File: config.mk
export PLATFORM = sky130hd
export DESIGN_NAME = sipo_expander
export DESIGN_NICKNAME = d
export VERILOG_FILES = /design/src/rtl/sipo_exp_pkg.sv /design/src/rtl/sipo_exp_regs.sv /design/src/rtl/sipo_exp_compose.sv /design/src/rtl/sipo_exp_shifter.sv /design/src/rtl/sipo_expander.sv
export SDC_FILE = /design/constraint.sdc
export NUM_CORES = 1
export LEC_CHECK = 0
export ABC_AREA = 1
export BUFFER_PORTS_ARGS = -buffer_cell sky130_fd_sc_hd__buf_2
export CAP_MARGIN = 20
export CORE_MARGIN = 5
export CORE_UTILIZATION = 45
export CTS_BUF_LIST = sky130_fd_sc_hd__clkbuf_8
export DETAILED_ROUTE_END_ITERATION = 16
export PLACE_DENSITY = 0.72
export RECOVER_POWER = 100
export SETUP_SLACK_MARGIN = 0.3
export SYNTH_ARGS = -nofsm -noshare
export SYNTH_HDL_FRONTEND = slang
export SYNTH_HIERARCHICAL = 1
export SYNTH_SLANG_ARGS = --single-unit
File: constraint.sdc
create_clock -name clk -period 3.7 [get_ports clk]
set_clock_uncertainty 0.1 [all_clocks]
set_input_delay 0.185 -clock clk [delete_from_list [all_inputs] [get_ports clk]]
set_output_delay 0.185 -clock clk [all_outputs]
set_load 0.02 [all_outputs]
File: src/rtl/sipo_exp_pkg.sv
package sipo_exp_pkg;
   // mapping field layout shared by all pins
   localparam int unsigned FIELD_W       = 4;
   localparam int unsigned SEL_W         = 3;
   localparam int unsigned PINS_PER_WORD = 8;
   localparam int unsigned REG_W         = 32;
   localparam int unsigned BUSY_BIT      = 31;
   localparam int unsigned MODE_PWM_BIT  = 1;
   localparam int unsigned MODE_ALT_BIT  = 0;
   // register addresses
   localparam int unsigned A_DATA = 0;
   localparam int unsigned A_DIV  = 1;
   localparam int unsigned A_DLY  = 2;
   localparam int unsigned A_MODE = 3;
   localparam int unsigned A_MAP  = 4;
endpackage

File: src/rtl/sipo_exp_regs.sv
module sipo_exp_regs
   import sipo_exp_pkg::*;
#(
   parameter int unsigned NUM_PINS = 17,
   parameter int unsigned DIV_W    = 2,
   parameter int unsigned DLY_W    = 5,
   parameter int unsigned ADDR_W   = 3
) (
   input  logic                        clk,
   input  logic                        rst_n,
   input  logic                        wr_en,
   input  logic [ADDR_W-1:0]           wr_addr,
   input  logic [REG_W-1:0]            wr_data,
   input  logic [ADDR_W-1:0]           rd_addr,
   input  logic                        busy,
   output logic [NUM_PINS-1:0]         data_q,
   output logic [DIV_W-1:0]            div_q,
   output logic [DLY_W-1:0]            dly_q,
   output logic                        mode_pwm,
   output logic                        mode_alt,
   output logic [NUM_PINS*FIELD_W-1:0] map_q,
   output logic                        data_acc,
   output logic [REG_W-1:0]            rd_data
);
   logic mode_acc;

   assign data_acc = wr_en && !busy && (wr_addr == ADDR_W'(A_DATA));
   assign mode_acc = wr_en && !busy && (wr_addr == ADDR_W'(A_MODE));

   always_ff @(posedge clk or negedge rst_n) begin
      if (!rst_n) begin
         data_q   <= '0;
         div_q    <= '0;
         dly_q    <= '0;
         mode_pwm <= 1'b0;
         mode_alt <= 1'b0;
         map_q    <= '0;
      end else begin
         if (data_acc) data_q <= wr_data[NUM_PINS-1:0];
         if (mode_acc) begin
            mode_pwm <= wr_data[MODE_PWM_BIT];
            mode_alt <= wr_data[MODE_ALT_BIT];
         end
         if (wr_en && wr_addr == ADDR_W'(A_DIV)) div_q <= wr_data[DIV_W-1:0];
         if (wr_en && wr_addr == ADDR_W'(A_DLY)) dly_q <= wr_data[DLY_W-1:0];
         for (int p = 0; p < NUM_PINS; p++) begin
            if (wr_en && wr_addr == ADDR_W'(A_MAP + p / PINS_PER_WORD))
               map_q[p*FIELD_W +: FIELD_W] <= wr_data[(p % PINS_PER_WORD)*FIELD_W +: FIELD_W];
         end
      end
   end

   always_comb begin
      rd_data = '0;
      if (rd_addr == ADDR_W'(A_DATA)) begin
         rd_data[NUM_PINS-1:0] = data_q;
         rd_data[BUSY_BIT]     = busy;
      end
      if (rd_addr == ADDR_W'(A_DIV))  rd_data[DIV_W-1:0] = div_q;
      if (rd_addr == ADDR_W'(A_DLY))  rd_data[DLY_W-1:0] = dly_q;
      if (rd_addr == ADDR_W'(A_MODE)) begin
         rd_data[MODE_PWM_BIT] = mode_pwm;
         rd_data[MODE_ALT_BIT] = mode_alt;
      end
      for (int p = 0; p < NUM_PINS; p++) begin
         if (rd_addr == ADDR_W'(A_MAP + p / PINS_PER_WORD))
            rd_data[(p % PINS_PER_WORD)*FIELD_W +: FIELD_W] = map_q[p*FIELD_W +: FIELD_W];
      end
   end
endmodule

File: src/rtl/sipo_exp_compose.sv
module sipo_exp_compose
   import sipo_exp_pkg::*;
#(
   parameter int unsigned NUM_PINS = 17,
   parameter int unsigned NUM_GEN  = 8
) (
   input  logic [NUM_PINS*FIELD_W-1:0] map_q,
   input  logic [NUM_GEN-1:0]          gen_wave,
   output logic [NUM_PINS-1:0]         pin_vec
);
   localparam int unsigned SEL_SPAN = 1 << SEL_W;

   logic [SEL_SPAN-1:0] gen_ext;

   always_comb begin
      gen_ext              = '0;
      gen_ext[NUM_GEN-1:0] = gen_wave;
   end

   for (genvar p = 0; p < NUM_PINS; p++) begin : g_pin
      logic             pin_en;
      logic [SEL_W-1:0] pin_sel;
      assign pin_en     = map_q[p*FIELD_W + FIELD_W - 1];
      assign pin_sel    = map_q[p*FIELD_W +: SEL_W];
      assign pin_vec[p] = pin_en & gen_ext[pin_sel];
   end
endmodule

File: src/rtl/sipo_exp_shifter.sv
module sipo_exp_shifter #(
   parameter int unsigned NUM_PINS = 17,
   parameter int unsigned DIV_W    = 2,
   parameter int unsigned DLY_W    = 5,
   parameter int unsigned CNT_W    = 7
) (
   input  logic                clk,
   input  logic                rst_n,
   input  logic                start,
   input  logic [NUM_PINS-1:0] load,
   input  logic [DIV_W-1:0]    div,
   input  logic [DLY_W-1:0]    dly,
   output logic                busy,
   output logic                sclk,
   output logic                sdo
);
   localparam int unsigned BIT_W = $clog2(NUM_PINS);
   localparam logic [BIT_W-1:0] LAST_BIT = BIT_W'(NUM_PINS - 1);

   logic [CNT_W-1:0]    divisor, half, half_m1, eff_dly;
   logic                busy_q;
   logic [CNT_W-1:0]    cnt_q, top_q, rise_q, hi_end_q;
   logic [BIT_W-1:0]    bit_q;
   logic [NUM_PINS-1:0] sh_q;

   always_comb begin
      divisor = CNT_W'(4) << div;
      half    = divisor >> 1;
      half_m1 = half - 1'b1;
      eff_dly = (CNT_W'(dly) > half_m1) ? half_m1 : CNT_W'(dly);
   end

   always_ff @(posedge clk or negedge rst_n) begin
      if (!rst_n) begin
         busy_q   <= 1'b0;
         cnt_q    <= '0;
         top_q    <= '0;
         rise_q   <= '0;
         hi_end_q <= '0;
         bit_q    <= '0;
         sh_q     <= '0;
      end else if (!busy_q) begin
         if (start) begin
            busy_q   <= 1'b1;
            cnt_q    <= '0;
            bit_q    <= '0;
            sh_q     <= load;
            top_q    <= divisor - 1'b1;
            rise_q   <= eff_dly + 1'b1;
            hi_end_q <= eff_dly + half;
         end
      end else if (bit_q == LAST_BIT && cnt_q == rise_q) begin
         busy_q <= 1'b0;
      end else if (cnt_q == top_q) begin
         cnt_q <= '0;
         bit_q <= bit_q + 1'b1;
         sh_q  <= {sh_q[NUM_PINS-2:0], 1'b0};
      end else begin
         cnt_q <= cnt_q + 1'b1;
      end
   end

   assign busy = busy_q;
   assign sclk = busy_q && (cnt_q >= rise_q) && (cnt_q <= hi_end_q);
   assign sdo  = busy_q & sh_q[NUM_PINS-1];
endmodule

File: src/rtl/sipo_expander.sv
module sipo_expander
   import sipo_exp_pkg::*;
#(
   parameter int unsigned NUM_PINS = 17,
   parameter int unsigned NUM_GEN  = 8,
   parameter int unsigned DIV_W    = 2,
   parameter int unsigned DLY_W    = 5,
   localparam int unsigned MAP_WORDS = (NUM_PINS + PINS_PER_WORD - 1) / PINS_PER_WORD,
   localparam int unsigned ADDR_W    = $clog2(A_MAP + MAP_WORDS),
   localparam int unsigned CNT_W     = 3 + (1 << DIV_W)
) (
   input  logic              clk,
   input  logic              rst_n,
   input  logic              wr_en,
   input  logic [ADDR_W-1:0] wr_addr,
   input  logic [REG_W-1:0]  wr_data,
   input  logic [ADDR_W-1:0] rd_addr,
   output logic [REG_W-1:0]  rd_data,
   input  logic [NUM_GEN-1:0] gen_wave,
   output logic              ser_clk,
   output logic              ser_dat,
   output logic              busy
);
   // elaboration-time parameter checks
   if (NUM_PINS < 2 || NUM_PINS > BUSY_BIT) begin : g_bad_pins
      $error("NUM_PINS must lie in 2..31");
   end
   if (NUM_GEN < 1 || NUM_GEN > (1 << SEL_W)) begin : g_bad_gen
      $error("NUM_GEN must lie in 1..8");
   end
   if (DIV_W < 1 || DIV_W > 3) begin : g_bad_div
      $error("DIV_W must lie in 1..3");
   end
   if (DLY_W > CNT_W) begin : g_bad_dly
      $error("DLY_W must not exceed the frame counter width");
   end

   logic [NUM_PINS-1:0]         data_q, pin_vec, last_q, load;
   logic [DIV_W-1:0]            div_q;
   logic [DLY_W-1:0]            dly_q;
   logic                        mode_pwm, mode_alt, data_acc;
   logic [NUM_PINS*FIELD_W-1:0] map_q;
   logic                        armed_q, vec_nz, pwm_go, start;

   sipo_exp_regs #(
      .NUM_PINS(NUM_PINS), .DIV_W(DIV_W), .DLY_W(DLY_W), .ADDR_W(ADDR_W)
   ) i_regs (
      .clk(clk), .rst_n(rst_n), .wr_en(wr_en), .wr_addr(wr_addr),
      .wr_data(wr_data), .rd_addr(rd_addr), .busy(busy),
      .data_q(data_q), .div_q(div_q), .dly_q(dly_q),
      .mode_pwm(mode_pwm), .mode_alt(mode_alt), .map_q(map_q),
      .data_acc(data_acc), .rd_data(rd_data)
   );

   sipo_exp_compose #(
      .NUM_PINS(NUM_PINS), .NUM_GEN(NUM_GEN)
   ) i_compose (
      .map_q(map_q), .gen_wave(gen_wave), .pin_vec(pin_vec)
   );

   // frame trigger: direct writes in direct mode, vector changes in waveform mode
   assign vec_nz = |pin_vec;
   assign pwm_go = mode_pwm && (pin_vec != last_q) && (armed_q || vec_nz);
   assign start  = !busy && ((data_acc && !mode_pwm) || pwm_go);
   assign load   = mode_pwm ? pin_vec : wr_data[NUM_PINS-1:0];

   always_ff @(posedge clk or negedge rst_n) begin
      if (!rst_n) begin
         last_q  <= '0;
         armed_q <= 1'b0;
      end else begin
         if (start) last_q <= load;
         armed_q <= mode_pwm ? (armed_q | vec_nz) : 1'b0;
      end
   end

   sipo_exp_shifter #(
      .NUM_PINS(NUM_PINS), .DIV_W(DIV_W), .DLY_W(DLY_W), .CNT_W(CNT_W)
   ) i_shifter (
      .clk(clk), .rst_n(rst_n), .start(start), .load(load),
      .div(div_q), .dly(dly_q), .busy(busy), .sclk(ser_clk), .sdo(ser_dat)
   );
endmodule

==> results.json <==
{
  "hpwl_um": 19000,
  "via_count": 9600,
  "synth_edf_count": 0,
  "synth_xor_area_share_pct": 1.74,
  "htreeDepth": 4,
  "ys_seq_area_share_pct": 40.2,
  "worstHoldStart": "wr_addr[1]",
  "insertion_delay_ns": 0.46,
  "gr-total-overflow": 0,
  "max_cap_violations": 3,
  "fp.dieW_um": 160,
  "gp_congestion": 0.843,
  "slew_headroom_pct": -84.1,
  "drc": 0,
  "end_kind": "flop",
  "setup_violations": 0,
  "io_buffers": 83,
  "io_pins": 84,
  "final_cells": 1806,
  "cts_tree": "yes",
  "synth-adder-area-share_pct": 3.30,
  "cpMaxStageDelayCell": "clkbuf_1",
  "route.detailed.wl_per_inst_um": 15.4,
  "drt_first_pass_iters": 6,
  "rows": 54,
  "grtUsageTotal_pct": 22.1,
  "synth_nets": 1492,
  "grt_first_pass_wirelength_um": 46400,
  "drt-vias-per-instance": 5.32,
  "chipHeight_um": 160,
  "drtAntennaViolNets": 0,
  "synthSimpleGateAreaFrac_pct": 34.3,
  "syn_to_final_growth_pct": 11.6,
  "drive_above_1_share_pct": 11.4,
  "crit_path_max_fanout": 18,
  "crit_start": "i_regs/map_q[32]",
  "ys.flop_type": "dfrtp_1",
  "netlist.area_leader.share_pct": 40.2,
  "holdCritPathClass": "input pin to flop",
  "cpPeakStageDelay_ns": 0.52,
  "die_area_mm2": 0.0255,
  "dr.first_iter.drc_count": 847,
  "critPathTopFamily": "simple AND/OR/NAND/NOR gates",
  "yosys_warnings": 6,
  "final-hold-violation-count": 0,
  "crit_top_cell": "nand2_1",
  "final_common_cell": "nand2_1",
  "final_cell_mix": "nand2_1, dfrtp_1, o21ai_0",
  "wl_um": 27800,
  "numCtsBuffers": 17,
  "tns_ns": 0,
  "grt_max_degree": 77,
  "synth_cells": 1417,
  "clk_pin_slew_ns": 0.10,
  "start_util_pct": 45.9,
  "vdd_drop_max_mv": 0.320,
  "worstPathCellList": "inv_1 -> nand2_1 -> nand3_1 -> nand3_1 -> nand2_1 -> nor2_1 -> inv_1 -> nand2_1 -> nand2_1 -> nor2_1 -> nand3_1 -> nor2_1 -> nand2_1 -> nand2_1 -> nand2_4 -> nand2_4 -> inv_1 -> nand2_2 -> clkbuf_1 -> o21ai_0",
  "r2r-start": "i_regs/map_q[32]",
  "antennaDiodeCount": 0,
  "path_buf_inv": 4,
  "n_fill_cell": 2165,
  "antenna_found_initial": 0,
  "synth-compound-area-share_pct": 10.4,
  "core_mm2": 0.0220,
  "crit_arrival_ns": 3.39,
  "synth_area_leaders": "dfrtp_1, nand2_1, nand3_1",
  "synth_top_area_cell": "dfrtp_1",
  "violations": "max-capacitance violations, max-slew violations",
  "leakage_nw": 5.73,
  "fin_crit_ns": 3.18,
  "grt_pass1_vias": 9293,
  "crit_type": "flop to flop",
  "clock.fmax_mhz": 314,
  "synth_mux_area_share_pct": 0,
  "synth_seq_cells": 162,
  "power_density_mw_per_mm2": 597,
  "status": "finished, violations left",
  "nets": 1589,
  "tightest_slew_ns": 2.76,
  "syn_area_mm2": 0.0101,
  "finalMaxSlewViolations": 142,
  "synth_cell_types": 40,
  "cts.sinks": 162,
  "fin_crit_sh_pct": 86.0,
  "grt_setup_unrepaired": "no",
  "synthArstFlopShare_pct": 100,
  "crit_required_ns": 3.91,
  "clockBufferDepth": 2,
  "synth_top_family_by_area": "simple AND/OR/NAND/NOR gates",
  "dpl.cell_count": 1741,
  "rrSetupSlack_ns": 0.52,
  "avgSynthCellArea_um2": 7.11,
  "start_kind": "flop",
  "root_buffer": "clkbuf_8"
}
-- Yosys cell counts (2+ instances only) --
| cell | n |
|---|---|
| a22o_1 | 14 |
| a31oi_1 | 2 |
| nor2_1 | 75 |
| nand2_2 | 19 |
| xor2_1 | 11 |
| nand2_1 | 494 |
| nand4_1 | 15 |
| o21ai_0 | 62 |
| nor3_2 | 2 |
| nor3_1 | 5 |
| xnor2_1 | 9 |
| buf_6 | 17 |
| o21ai_1 | 101 |
| buf_2 | 20 |
| dfrtp_1 | 162 |
| inv_2 | 30 |
| inv_1 | 139 |
| buf_4 | 2 |
| a21oi_1 | 14 |
| nand3_2 | 23 |
| nand2_4 | 2 |
| clkbuf_1 | 10 |
| ha_1 | 25 |
| nand3_1 | 143 |
| nor2_2 | 6 |
-- layout make-up --
cell class / count / area (µm²) / share of cell area [%]
Tap cell: 280 / 350 / 3.12
Sequential cell: 162 / 4050 / 36.1
Inverter: 170 / 638 / 5.68
Clock inverter: 12 / 118 / 1.05
Clock buffer: 19 / 262 / 2.33
Timing Repair Buffer: 129 / 790 / 7.03
Multi-Input combinational cell: 1034 / 5020 / 44.7
-- stage by stage --
stage | hold WS [ns] | instance area [µm²] | setup slack (ns) | utilization (%) | total power [mW]
after floorplan | -0.211 | 10100 | 0.964 | - | 4.69
after global placement | 0.0892 | 10600 | 0.447 | 48.2 | 5.31
after detailed placement | 0.0910 | 10600 | 0.422 | 48.2 | 5.40
after CTS | 0.00256 | 11300 | 0.371 | 51.3 | 6.73
after global routing | 0.0196 | 11200 | 0.154 | 51.2 | 7.28
final | 0.0349 | 11200 | 0.518 | 51.2 | 6.70
-- logic make-up after synthesis --
family	Yosys count
adder cells (fa/ha/maj)	26
XOR/XNOR	20
flip-flops	162
other	1
AND/OR/NAND/NOR	790
buffers and inverters	221
AO/OA/AOI/OAI	197
-- routing by layer --
layer	wire length [µm]	track usage, %
met1	12200	29.4
met4	661	7.30
met5	0	0
met3	1830	3.79
met2	13100	36.7
-- final timing paths --
check | depth (start not counted) | to
setup / recovery | 20 | i_shifter/top_q[3]
hold / removal | 4 | i_regs/div_q[0]
setup reg to reg | 20 | i_shifter/top_q[3]
hold reg to reg | 2 | i_shifter/sh_q[14]
max in group asynchronous | 3 | last_q[16]
min in group asynchronous | 2 | i_regs/map_q[58]
-- worst min-delay path: stages --
cell and delay (ns):
buf_2 0.13, nor2_2 0.06, nand2_1 0.09, o21ai_0 0.08
-- power by group --
part	total (mW)	switching (mW)	internal, mW
Clock	1.29	0.710	0.577
Combinational	2.61	1.66	0.954
Sequential	2.80	0.497	2.30
-- what timing repair did --
| item | 4_1_cts | 5_1_grt |
|---|---|---|
| hold endpoints to repair | 127 | 0 |
| hold buffers | 30 | 0 |
| buffers inserted | 0 | 4 |
| setup endpoints to repair | 0 | 26 |
| gates resized for setup | 0 | 8 |
-- flip-flops by register name, summed over array words and instances, names as in the netlist, 6 cells and up --
register	cells
i_regs/data_q	17
i_shifter/top_q	6
i_regs/map_q	68
i_shifter/sh_q	17
i_shifter/cnt_q	7
i_shifter/hi_end_q	7
last_q	17
i_shifter/rise_q	7
Note: power is estimated with default switching activity, not from simulation.
